===== config.mk =====
export PLATFORM = sky130hd
export DESIGN_NAME = insn_len_decoder
export DESIGN_NICKNAME = d
export VERILOG_FILES = /design/src/rtl/ild_pkg.sv /design/src/rtl/ild_classify.sv /design/src/rtl/ild_pack.sv /design/src/rtl/insn_len_decoder.sv
export SDC_FILE = /design/constraint.sdc
export NUM_CORES = 1
export LEC_CHECK = 0
export BUFFER_PORTS_ARGS = -buffer_cell sky130_fd_sc_hd__buf_4
export CORE_MARGIN = 1.5
export CORE_UTILIZATION = 40
export CTS_BUF_LIST = sky130_fd_sc_hd__clkbuf_16
export CTS_CLUSTER_DIAMETER = 200
export DETAILED_ROUTE_END_ITERATION = 12
export PLACE_DENSITY = 0.74
export SYNTH_ARGS = -nofsm -noshare
export SYNTH_HDL_FRONTEND = slang
export SYNTH_SLANG_ARGS = --single-unit

===== constraint.sdc =====
create_clock -name clk -period 2.4 [get_ports clk]
set_clock_uncertainty 0.05 [all_clocks]
set_input_delay 0.24 -clock clk [delete_from_list [all_inputs] [get_ports clk]]
set_output_delay 0.24 -clock clk [all_outputs]
set_load 0.02 [all_outputs]

===== src/rtl/ild_pkg.sv =====
package ild_pkg;
  localparam int WIN_BYTES = 7;
  localparam int WIN_W     = WIN_BYTES * 8;
  localparam int OPC_W     = 32;
  localparam int EXT_W     = 24;
  localparam int LEN_W     = $clog2(WIN_BYTES + 1);

  // Framing classes: each one fixes the length and the byte layout.
  typedef enum logic [3:0] {
    FMT_ILL,
    FMT_1,
    FMT_2,
    FMT_3LE,
    FMT_3BE,
    FMT_4BE,
    FMT_4MIX,
    FMT_5CD,
    FMT_5DC,
    FMT_6,
    FMT_7DD,
    FMT_7FE
  } ild_fmt_e;

  function automatic logic [LEN_W-1:0] fmt_len(ild_fmt_e f);
    case (f)
      FMT_1:                 return LEN_W'(1);
      FMT_2:                 return LEN_W'(2);
      FMT_3LE, FMT_3BE:      return LEN_W'(3);
      FMT_4BE, FMT_4MIX:     return LEN_W'(4);
      FMT_5CD, FMT_5DC:      return LEN_W'(5);
      FMT_6:                 return LEN_W'(6);
      FMT_7DD, FMT_7FE:      return LEN_W'(7);
      default:               return LEN_W'(0);
    endcase
  endfunction

  function automatic logic [31:0] pc_step(logic [31:0] pc, logic [LEN_W-1:0] len);
    return pc + 32'(len);
  endfunction
endpackage


===== src/rtl/ild_classify.sv =====
module ild_classify
  import ild_pkg::*;
(
  input  logic [7:0] first_byte,
  input  logic [7:0] second_byte,
  output ild_fmt_e   fmt
);
  logic [3:0] hi_nib;
  logic [3:0] lo_nib;
  logic       regs_equal;
  logic       wide_be;

  assign hi_nib     = first_byte[7:4];
  assign lo_nib     = first_byte[3:0];
  assign regs_equal = (first_byte[3:2] == first_byte[1:0]);
  assign wide_be    = (first_byte == 8'hFA) &&
                      ((second_byte[7:2] == 6'h3C) ||
                       (second_byte[7:2] == 6'h3D) ||
                       (second_byte[7:2] == 6'h3E));

  always_comb begin
    fmt = FMT_ILL;
    case (hi_nib)
      4'h0: fmt = (first_byte[1:0] == 2'b00) ? FMT_1 : FMT_3LE;
      4'h1: fmt = FMT_1;
      4'h2: fmt = first_byte[2] ? FMT_3LE : FMT_2;
      4'h3: fmt = (lo_nib >= 4'hC) ? FMT_1 : FMT_3LE;
      4'h4: fmt = first_byte[1] ? FMT_2 : FMT_1;
      4'h5: fmt = first_byte[3] ? FMT_2 : FMT_1;
      4'h6, 4'h7: fmt = FMT_1;
      4'h8, 4'h9, 4'hA, 4'hB: fmt = regs_equal ? FMT_2 : FMT_1;
      4'hC: begin
        case (lo_nib)
          4'hB:    fmt = FMT_1;
          4'hC:    fmt = FMT_3LE;
          4'hD:    fmt = FMT_5CD;
          default: fmt = FMT_2;
        endcase
      end
      4'hD: begin
        case (lo_nib)
          4'hC:       fmt = FMT_5DC;
          4'hD:       fmt = FMT_7DD;
          4'hE, 4'hF: fmt = FMT_3BE;
          default:    fmt = FMT_1;
        endcase
      end
      4'hE: fmt = FMT_1;
      4'hF: begin
        case (lo_nib)
          4'h7:       fmt = FMT_ILL;
          4'h8, 4'h9: fmt = FMT_3BE;
          4'hA:       fmt = wide_be ? FMT_4BE : FMT_4MIX;
          4'hB:       fmt = FMT_4MIX;
          4'hC, 4'hD: fmt = FMT_6;
          4'hE:       fmt = FMT_7FE;
          4'hF:       fmt = FMT_1;
          default:    fmt = FMT_2;
        endcase
      end
      default: fmt = FMT_ILL;
    endcase
  end
endmodule


===== src/rtl/ild_pack.sv =====
module ild_pack
  import ild_pkg::*;
(
  input  ild_fmt_e           fmt,
  input  logic [WIN_W-1:0]   window,
  output logic [OPC_W-1:0]   opcode,
  output logic [EXT_W-1:0]   ext
);
  logic [7:0] bt [WIN_BYTES];

  for (genvar gi = 0; gi < WIN_BYTES; gi++) begin : g_split
    assign bt[gi] = window[8*gi +: 8];
  end

  always_comb begin
    opcode = '0;
    ext    = '0;
    case (fmt)
      FMT_1:    opcode = {24'h0, bt[0]};
      FMT_2:    opcode = {16'h0, bt[0], bt[1]};
      FMT_3LE:  opcode = {8'h0, bt[0], bt[2], bt[1]};
      FMT_3BE:  opcode = {8'h0, bt[0], bt[1], bt[2]};
      FMT_4BE:  opcode = {bt[0], bt[1], bt[2], bt[3]};
      FMT_4MIX: opcode = {bt[0], bt[1], bt[3], bt[2]};
      FMT_5CD: begin
        opcode = {bt[0], bt[2], bt[1], bt[3]};
        ext    = {16'h0, bt[4]};
      end
      FMT_5DC: begin
        opcode = {bt[0], bt[4], bt[3], bt[2]};
        ext    = {16'h0, bt[1]};
      end
      FMT_6: begin
        opcode = {bt[0], bt[1], bt[5], bt[4]};
        ext    = {8'h0, bt[3], bt[2]};
      end
      FMT_7DD: begin
        opcode = {bt[0], bt[4], bt[3], bt[2]};
        ext    = {bt[1], bt[5], bt[6]};
      end
      FMT_7FE: begin
        opcode = {bt[0], bt[1], bt[5], bt[4]};
        ext    = {bt[3], bt[2], bt[6]};
      end
      default: begin
        opcode = '0;
        ext    = '0;
      end
    endcase
  end
endmodule


===== src/rtl/insn_len_decoder.sv =====
module insn_len_decoder
  import ild_pkg::*;
#(
  parameter int PC_W = 32
) (
  input  logic                 clk,
  input  logic                 rst_n,
  input  logic                 win_valid,
  input  logic [PC_W-1:0]      win_pc,
  input  logic [WIN_W-1:0]     win_bytes,
  output logic                 out_valid,
  output logic [LEN_W-1:0]     out_len,
  output logic [OPC_W-1:0]     out_opcode,
  output logic [EXT_W-1:0]     out_ext,
  output logic                 out_illegal,
  output logic [PC_W-1:0]      out_next_pc
);
  ild_fmt_e            fmt;
  logic [LEN_W-1:0]    dec_len;
  logic [OPC_W-1:0]    dec_opcode;
  logic [EXT_W-1:0]    dec_ext;
  logic [PC_W-1:0]     dec_next_pc;
  logic                dec_fire;
  logic                dec_illegal;

  ild_classify u_classify (
    .first_byte  (win_bytes[7:0]),
    .second_byte (win_bytes[15:8]),
    .fmt         (fmt)
  );

  ild_pack u_pack (
    .fmt    (fmt),
    .window (win_bytes),
    .opcode (dec_opcode),
    .ext    (dec_ext)
  );

  assign dec_len     = fmt_len(fmt);
  assign dec_fire    = win_valid;
  assign dec_illegal = win_valid && (fmt == FMT_ILL);
  assign dec_next_pc = PC_W'(pc_step(32'(win_pc), dec_len));

  always_ff @(posedge clk or negedge rst_n) begin
    if (!rst_n) begin
      out_valid   <= 1'b0;
      out_illegal <= 1'b0;
      out_len     <= '0;
      out_opcode  <= '0;
      out_ext     <= '0;
      out_next_pc <= '0;
    end else if (dec_fire) begin
      out_valid   <= 1'b1;
      out_illegal <= dec_illegal;
      out_len     <= dec_len;
      out_opcode  <= dec_opcode;
      out_ext     <= dec_ext;
      out_next_pc <= dec_next_pc;
    end else begin
      out_valid   <= 1'b0;
      out_illegal <= 1'b0;
    end
  end
endmodule


After elaboration in Yosys (flattened, before gate mapping)
Memory sizes are Yosys's and may differ from the RTL's.
Cells that the tools add are included.
{"block": "classes", "eq_ne": 40, "n_addsub": 1, "n_mux": 15, "n_reduce_logical": 14, "n_lt_le_gt_ge": 1}
{"operator": "32-bit case mux with 9 select lines", "count": 1}
{"operator": "24-bit case mux with 5 select lines", "count": 1}
{"operator": "4-bit == test (second input constant)", "count": 20}
{"operator": "4-bit case mux with 10 select lines", "count": 1}
{"operator": "4-bit by 3-bit == test with 1-bit output (second input constant)", "count": 9}
{"operator": "32-bit by 3-bit adder with 32-bit output", "count": 1}
{"operator": "4-bit case mux with 7 select lines", "count": 1}
{"operator": "6-bit == test (second input constant)", "count": 3}
{"operator": "4-bit by 2-bit == test with 1-bit output (second input constant)", "count": 4}
{"operator": "2-bit two-way mux", "count": 6}
{"operator": "4-bit case mux with 3 select lines", "count": 1}
{"operator": "2-bit OR reduction", "count": 5}
{"operator": "3-bit case mux with 3 select lines", "count": 1}
{"operator": "4-bit by 1-bit == test with 1-bit output (second input constant)", "count": 2}
{"operator": "8-bit == test (second input constant)", "count": 1}
{"operator": "4-bit zero test", "count": 2}
{"operator": "4-bit OR reduction", "count": 2}
{"operator": "4-bit greater-or-equal comparator (second input constant)", "count": 1}
{"operator": "1-bit two-way mux", "count": 3}
{"operator": "2-bit == test", "count": 1}
{"operator": "1-bit logical AND", "count": 2}
{"operator": "2-bit zero test", "count": 1}
{"operator": "1-bit logical OR", "count": 2}
{"block": "totals", "regBits": 93, "word_cells": 78, "mem_count": 1, "input_bits": 91, "rom_bits": 48, "output_inout_bits": 93}
{"name": "(no name shown)", "depth": 16, "word_bits": 3, "read_ports": 1, "rd_clocked_by_memory_dff": 0, "wr": 0, "line_no": "ild_pkg.sv:25", "rtl": "case (f)"}

Depth between registers and ports, before layout
Gate-level depths: netlist of the first run.
{"block": "depth", "depth_word": 10, "mapped_depth": 19, "depth_no_buf": 16}

Modules after synthesis
From an unflattened synthesis of the first run, not the netlist that was laid out.
{"block": "unflattened", "cells_unflattened": 688, "hier_area_um2": 6313.6}
{"module": "insn_len_decoder", "cells_each": 371, "seq_area_each_um2": 2327.2, "n_inst": 1, "area_per_inst_um2": 4335.4}
{"module": "ild_pack", "cells_each": 254, "seq_area_each_um2": 0.0, "n_inst": 1, "area_per_inst_um2": 1590.3}
{"module": "ild_classify", "cells_each": 63, "seq_area_each_um2": 0.0, "n_inst": 1, "area_per_inst_um2": 387.9}

Worst setup path before layout of the first run
OpenSTA, ideal clock, no wires.
{"block": "synth_timing", "path_type": "input to register", "startpoint": "input win_bytes[4]", "endpoint": "register out_next_pc[26]", "path_buffers": 2, "arrival_ns": 3.824, "setup_ns": 0.077, "required_ns": 2.273, "cell_stages": 18, "path_slack_ns": -1.551, "cell_sequence": "or3b_1 > a22oi_1 > a2bb2oi_2 > and4_4 > inv_2 > buf_4 > buf_6 > ha_1 > a221oi_1 > ha_1 > fa_1 > a21oi_1 > nor4_1 > nand2_1 > nor3_1 > nand2_1 > xor2_1 > a21oi_1"}
{"block": "synth_via", "elab_chain_cells": 7, "elab_cells_between_ends": 25, "cone_classes": "add/sub (1); eq/ne (16); mux (3); reduce/logical (4); memory (1)"}
{"element": "from (decl)", "line_no": "insn_len_decoder.sv:10", "rtl": "input logic [WIN_W-1:0] win_bytes,"}
{"element": "8-bit == test", "line_no": "ild_classify.sv:16", "rtl": "assign wide_be = (first_byte == 8'hFA) &&"}
{"element": "1-bit logical AND", "line_no": "ild_classify.sv:16"}
{"element": "2-bit two-way mux", "line_no": "ild_classify.sv:53", "rtl": "4'hA: fmt = wide_be ? FMT_4BE : FMT_4MIX;"}
{"element": "4-bit case mux with 7 select lines", "line_no": "ild_classify.sv:50", "rtl": "case (lo_nib)"}
{"element": "4-bit case mux with 10 select lines (*)", "line_no": "ild_classify.sv:23", "rtl": "case (hi_nib)"}
{"element": "memory read 16 x 3 bit (*)"}
{"element": "named net dec_len[0]", "line_no": "insn_len_decoder.sv:19", "rtl": "logic [LEN_W-1:0] dec_len;"}
{"element": "32-bit by 3-bit adder with 32-bit output (*)", "line_no": "ild_pkg.sv:38", "rtl": "return pc + 32'(len);"}
{"element": "to (signal assigned)", "line_no": "insn_len_decoder.sv:58", "rtl": "out_next_pc <= dec_next_pc;"}
{"element": "to (decl)", "line_no": "insn_len_decoder.sv:16", "rtl": "output logic [PC_W-1:0] out_next_pc"}
Mark *: on every way through the listed nets, which the timed path passes. The rest lies on a longest branch.
A chain may end at the register's enable or synchronous reset.

Final worst setup path of the first run
{"block": "layout_timing", "startpoint": "input win_bytes[2]", "endpoint": "register out_next_pc[26]"}
The elaborated chain is that of the path after synthesis.

==> qor.yml, run 1 <==
critical_path.endpoint: "out_next_pc[26]"
place_congestion: 0.994
start_util: 0.406
synth_edf_count: 0
rows: 44
path_clk_slew_ps: 60
multi_input_area_um2: 3770
crit_type: "primary input to flip-flop"
slew_viol_final: 0
drc: 0
drive_gt1_frac: 0.461
setup_violations: 39
cts_made_buffers: 9
ys_seq_elements: 93
die_w_um: 124
synthTopCellsByArea: "dfrtp_1 40%, nor2_1 5.1%, a221oi_1 4.8%"
cp-end-kind: "flip-flop"
syn_to_final_growth_pct: 55.4
syn_inst: 650
grt_util_all_layers: 0.293
antenna_found_initial: 0
max_slew.worst_pin.slew_ps: 589
critPathLaunchType: "primary input"
portBuffers: 183
status: "finished, violations left"
synth_top_area_cell: "dfrtp_1"
power_density_nw_per_um2: 502
hp-class: "primary input to flip-flop"
cap_violations: 0
pin_count: 184
hold_viol: 0
violations: "negative setup slack"
max-vdd-ir-drop_uv: 391
gr-total-overflow: 0
antenna_cells: 0
p_leak_nw: 4.14
period_minus_slack_ps: 3230
die-area_um2: 15400
setup_slack_ps: -829
grt_util_met2: 0.476
clock_sink_count: 93
syn_area_um2: 5850
rr_worst_depth: 1
nets: 1008
drt-pass1-iter-count: 6
synth_nets: 746
syn_area_per_cell_um2: 9.00
r2r_slack_ps: 1560
ff_latch_area_um2: 2330
grt_util_met3: 0.0659
slew_headroom: 0.607
ys_types: 67
hold_ws_ps: 132
grt_max_degree: 67
via_per_inst: 6.05
drtAntennaViolNets: 0
period_share: 1.35
yosysSeqAreaShare: 0.398
place_ws_ps: -1360
worstPathMaxFanout: 3
power_mw: 4.56
cts_buffer_depth: 2
async_flop_share: 1.00
ys.flop_type: "dfrtp_1"
num_vias: 6661
rsz0062_at_grt: "true"
clock.fmax_ghz: 0.310
wl_per_cell_um: 21.2
h-tree-depth: 3
root_buffer: "clkbuf_16"
ys_warn_count: 0
rr_endpoint: "out_next_pc[0]"
cp.arrival_ps: 3400
grt_pass1_vias: 6242
drtIter0Drc: 705
die_y_um: 124
grt_pass1_wl_um: 34000
critPathLaunch: "win_bytes[2]"
clk_latency_ps: 350
wirelength_um: 23300
n_fill_cell: 1200
hpwl_um: 16700
grt_use_met1: 0.375
yosysTopAreaCellShare: 0.398
core_um2: 14400
r2r-start: "out_next_pc[0]"
cp_data_required_time_ps: 2570
busiest_layer: "met2"
tritoncts: "yes"
==> placed cells by master, fill, tap and decap left out, drive strengths merged, types with 5 or more instances in the layout <==
cell,n
o21ai,27
mux2i,8
inv,19
a22oi,23
and4,7
nand2b,6
a221o,18
xnor2,13
nor2,84
a222oi,9
a21oi,36
nand3,25
nand4,5
clkbuf,11
nor3,8
buf,299
o22a,5
xor2,19
a21o,5
a22o,5
dfrtp,93
nand2,60
a31oi,13
and3,12
nor4,10
mux2,14
a221oi,32
o32a,7
==> through the flow <==
step                      cell area (um2)  std cells  setup TNS (ps)  utilization
final                                9090       1101          -20890        0.630
after global routing                 9090       1101          -25530        0.630
after CTS                            8800       1093          -18160        0.610
after detailed placement             8330       1069          -48460        0.578
after global placement               8330       1069          -46450        0.578
after floorplan                      6200        650          -47140            -
==> flip-flops by register name (all words and copies together), names as in the netlist <==
name / flops
out_ext: 24
out_illegal: 1
out_len: 3
out_next_pc: 32
out_opcode: 32
out_valid: 1
==> layout make-up <==
cell class | count | share of cell area
timing repair buffer | 302 | 0.269
sequential | 93 | 0.256
inverter | 14 | 0.00729
tap | 184 | 0.0253
clock inverter | 7 | 0.00330
clock buffer | 9 | 0.0248
multi-input combinational | 492 | 0.414
==> cells by family after synthesis <==
group,Yosys count,share of synthesized area
flops,93,0.398
compound gates,202,0.259
buf+inv,65,0.0513
xor+xnor,32,0.0479
simple gates,231,0.192
mux,22,0.0406
fa+ha+maj,5,0.0120
==> repair_timing <==
item,CTS,global route
cloned,0,3
pin swaps,42,29
hold buffers,1,0
resized for setup,35,44
setup endpoints to repair,43,72
setup buffers,9,7
hold endpoints to repair,27,0
==> how the worst min path moves through the flow <==
stage | from | end | slack, ps | depth (start not counted)
CTS | win_bytes[29] | out_ext[21] | 120 | 3
finish | win_pc[17] | out_next_pc[17] | 130 | 3
global route | win_bytes[25] | out_ext[17] | 140 | 3
global placement | rst_n | out_next_pc[5] | 130 | 1
floorplan | rst_n | out_ext[0] | -110 | 0
detailed placement | rst_n | out_next_pc[7] | 140 | 1
==> critical path: stages <==
cell and delay [ps]:
buf_6 90, or3b_1 390, a22oi_2 150, a2bb2oi_2 170
and4_4 270, inv_4 40, ha_4 210, a221oi_4 340
ha_2 270, buf_6 100, fa_2 200, a21oi_2 80
nor4_4 170, nand2_2 160, nor3_4 170, nand2_1 90
xor2_1 190, a21oi_2 70
==> layer usage <==
layer	up-vias	part of all wire
li1	2993	-
met1	3230	0.40
met2	376	0.47
met3	62	0.092
met4	0	0.035
met5	-	0
==> cell usage after synthesis (3+ instances only) <==
cell / n
o21ai_1: 3
xor2_1: 19
nor2_2: 3
mux2i_1: 8
a31oi_1: 13
a22o_1: 5
and3_1: 12
a21o_1: 4
buf_4: 5
o2bb2ai_1: 4
dfrtp_1: 93
a221o_1: 18
inv_1: 12
nand4_1: 5
o32a_1: 7
o22a_1: 5
o211ai_1: 4
and4_1: 5
nor4_1: 10
nand2_1: 60
o21ai_0: 23
a211oi_1: 3
xnor2_1: 13
nor2_1: 80
mux2_2: 14
a222oi_1: 9
buf_2: 14
ha_1: 4
a221oi_1: 32
a22oi_1: 23
a21oi_1: 36
nand3_1: 25
buf_1: 6
nor3_1: 5
clkbuf_1: 22
nand2b_1: 6
nand4b_1: 3
==> power breakdown <==
part,switching (mW),internal [mW]
combinational,0.824,0.676
clock,0.588,0.680
sequential,0.0870,1.71
Power figures use the tool's default switching activity.
==> run 2, diff against run 1 <==
Settings changed: CORE_ASPECT_RATIO set to 0.75.
==> qor.yml, run 2 (synthesis gave the netlist of run 1 again) <==
top_regs: "out_next_pc x32, out_opcode x32, out_ext x24"
h-tree-depth: 3
drtIter0Drc: 652
worst-path-buf-inv: 6
grt_util_all_layers: 0.300
drtAntennaViolNets: 0
drc: 0
crit_chain: "buf_8, nand4b_1, buf_4, a211oi_4, a2bb2oi_2, and4_4, inv_4, ha_4, a221oi_4, ha_2, a21o_1, a21oi_2, nand4b_1, buf_4, buf_6, buf_6, nor2_4, xnor2_2, a21oi_1"
place_congestion: 1.02
layout_commonest_cell: "buf_4"
die_w_um: 143
multi_input_area_um2: 3890
place_ws_ps: -1320
hp-class: "primary input to flip-flop"
slowest_stage: "a221oi_4"
pin_count: 184
cts_made_buffers: 9
power_density_nw_per_um2: 500
slew_viol_final: 0
nets: 1010
die_y_um: 108
grt_pass1_vias: 6296
critPathMaxStageDelay_ps: 280
cts_buffer_depth: 2
clk_latency_ps: 330
cap_violations: 0
status: "finished, violations left"
via_per_inst: 5.91
core_um2: 14400
worstPathMaxFanout: 5
worst_path_dominant_cell_family: "compound AO/OA/AOI/OAI gates"
period_minus_slack_ps: 3210
syn_to_final_growth_pct: 58.9
critPathLaunchType: "primary input"
hold_viol: 0
setup_slack_ps: -810
drive_gt1_frac: 0.490
clock.fmax_ghz: 0.311
grt_max_degree: 98
violations: "negative setup slack"
cp-end-kind: "flip-flop"
portBuffers: 183
cp_data_required_time_ps: 2550
die-area_um2: 15400
antenna_found_initial: 1
ff_latch_area_um2: 2330
setup_violations: 57
path_clk_slew_ps: 70
hold_ws_ps: 83.6
gr-total-overflow: 0
rows: 38
p_leak_nw: 4.20
wirelength_um: 23600
max_slew.worst_pin.slew_ps: 933
final_cell_mix: "273 x buf_4, 93 x dfrtp_1, 69 x nor2_1, 56 x nand2_1, 29 x a21oi_1"
cp.arrival_ps: 3360
rsz0062_at_grt: "true"
power_mw: 4.65
drt-pass1-iter-count: 6
num_vias: 6618
hpwl_um: 16500
n_fill_cell: 1160
crit_type: "primary input to flip-flop"
period_share: 1.34
wl_per_cell_um: 21.1
clock_sink_count: 93
slew_headroom: 0.377
start_util: 0.408
tritoncts: "yes"
grt_pass1_wl_um: 35100
max-vdd-ir-drop_uv: 382
root_buffer: "clkbuf_16"
## run 2: cell types whose count changed in the layout (fill, tap and decap cells not counted), moves of 4 or more
cell	previous run	this run
inv_1	16	12
o21ai_2	2	9
a22oi_2	12	16
o21ai_1	12	2
a22oi_1	11	7
## run 2: layout make-up
cell class                      instances  share of cell area
Antenna cell                            1            0.000269
Sequential cell                        93               0.250
Multi-Input combinational cell        492               0.418
Clock inverter                          7             0.00525
Timing Repair Buffer                  304               0.268
Inverter                               14             0.00699
Tap cell                              200              0.0269
Clock buffer                            9              0.0242
## run 2: per-stage QoR
stage	setup TNS, ps	utilization	instance area (um2)	std cells
after floorplan	-47140	-	6200	650
after global placement	-51420	0.579	8320	1082
after detailed placement	-52620	0.579	8320	1082
after CTS	-16740	0.631	9060	1114
after global routing	-26770	0.648	9300	1119
final	-20810	0.648	9300	1120
## run 2: power breakdown
part	internal (mW)	switching, mW	leakage [nW]
Clock	0.705	0.648	0.130
Sequential	1.71	0.0845	1.14
Combinational	0.673	0.832	2.93
Total	3.08	1.56	4.20
## run 2: per-layer routing
layer,part of all wire,track usage,up-vias
met4,0.027,0.0965,0
met2,0.43,0.426,380
li1,-,-,2987
met3,0.11,0.0894,53
met5,0,0,-
met1,0.43,0.432,3198
## run 2: path summary, 6_finish.rpt
check,start,end,slack [ps],cells past startpoint
setup / recovery,win_bytes[2],out_next_pc[15],-810,19
hold / removal,win_valid,out_valid,80,1
setup reg to reg,out_len[0],out_len[0],1580,1
hold reg to reg,out_ext[14],out_ext[14],440,2
max in group asynchronous,rst_n,out_ext[2],1260,3
min in group asynchronous,rst_n,out_next_pc[27],350,2
## run 2: timing repair
action | in CTS | in global routing
cloned | 1 | 1
hold buffers | 1 | 0
gates resized for setup | 69 | 37
hold endpoints to repair | 33 | 0
pin swaps | 56 | 68
endpoints found under the setup margin | 70 | 70
setup buffers | 15 | 5
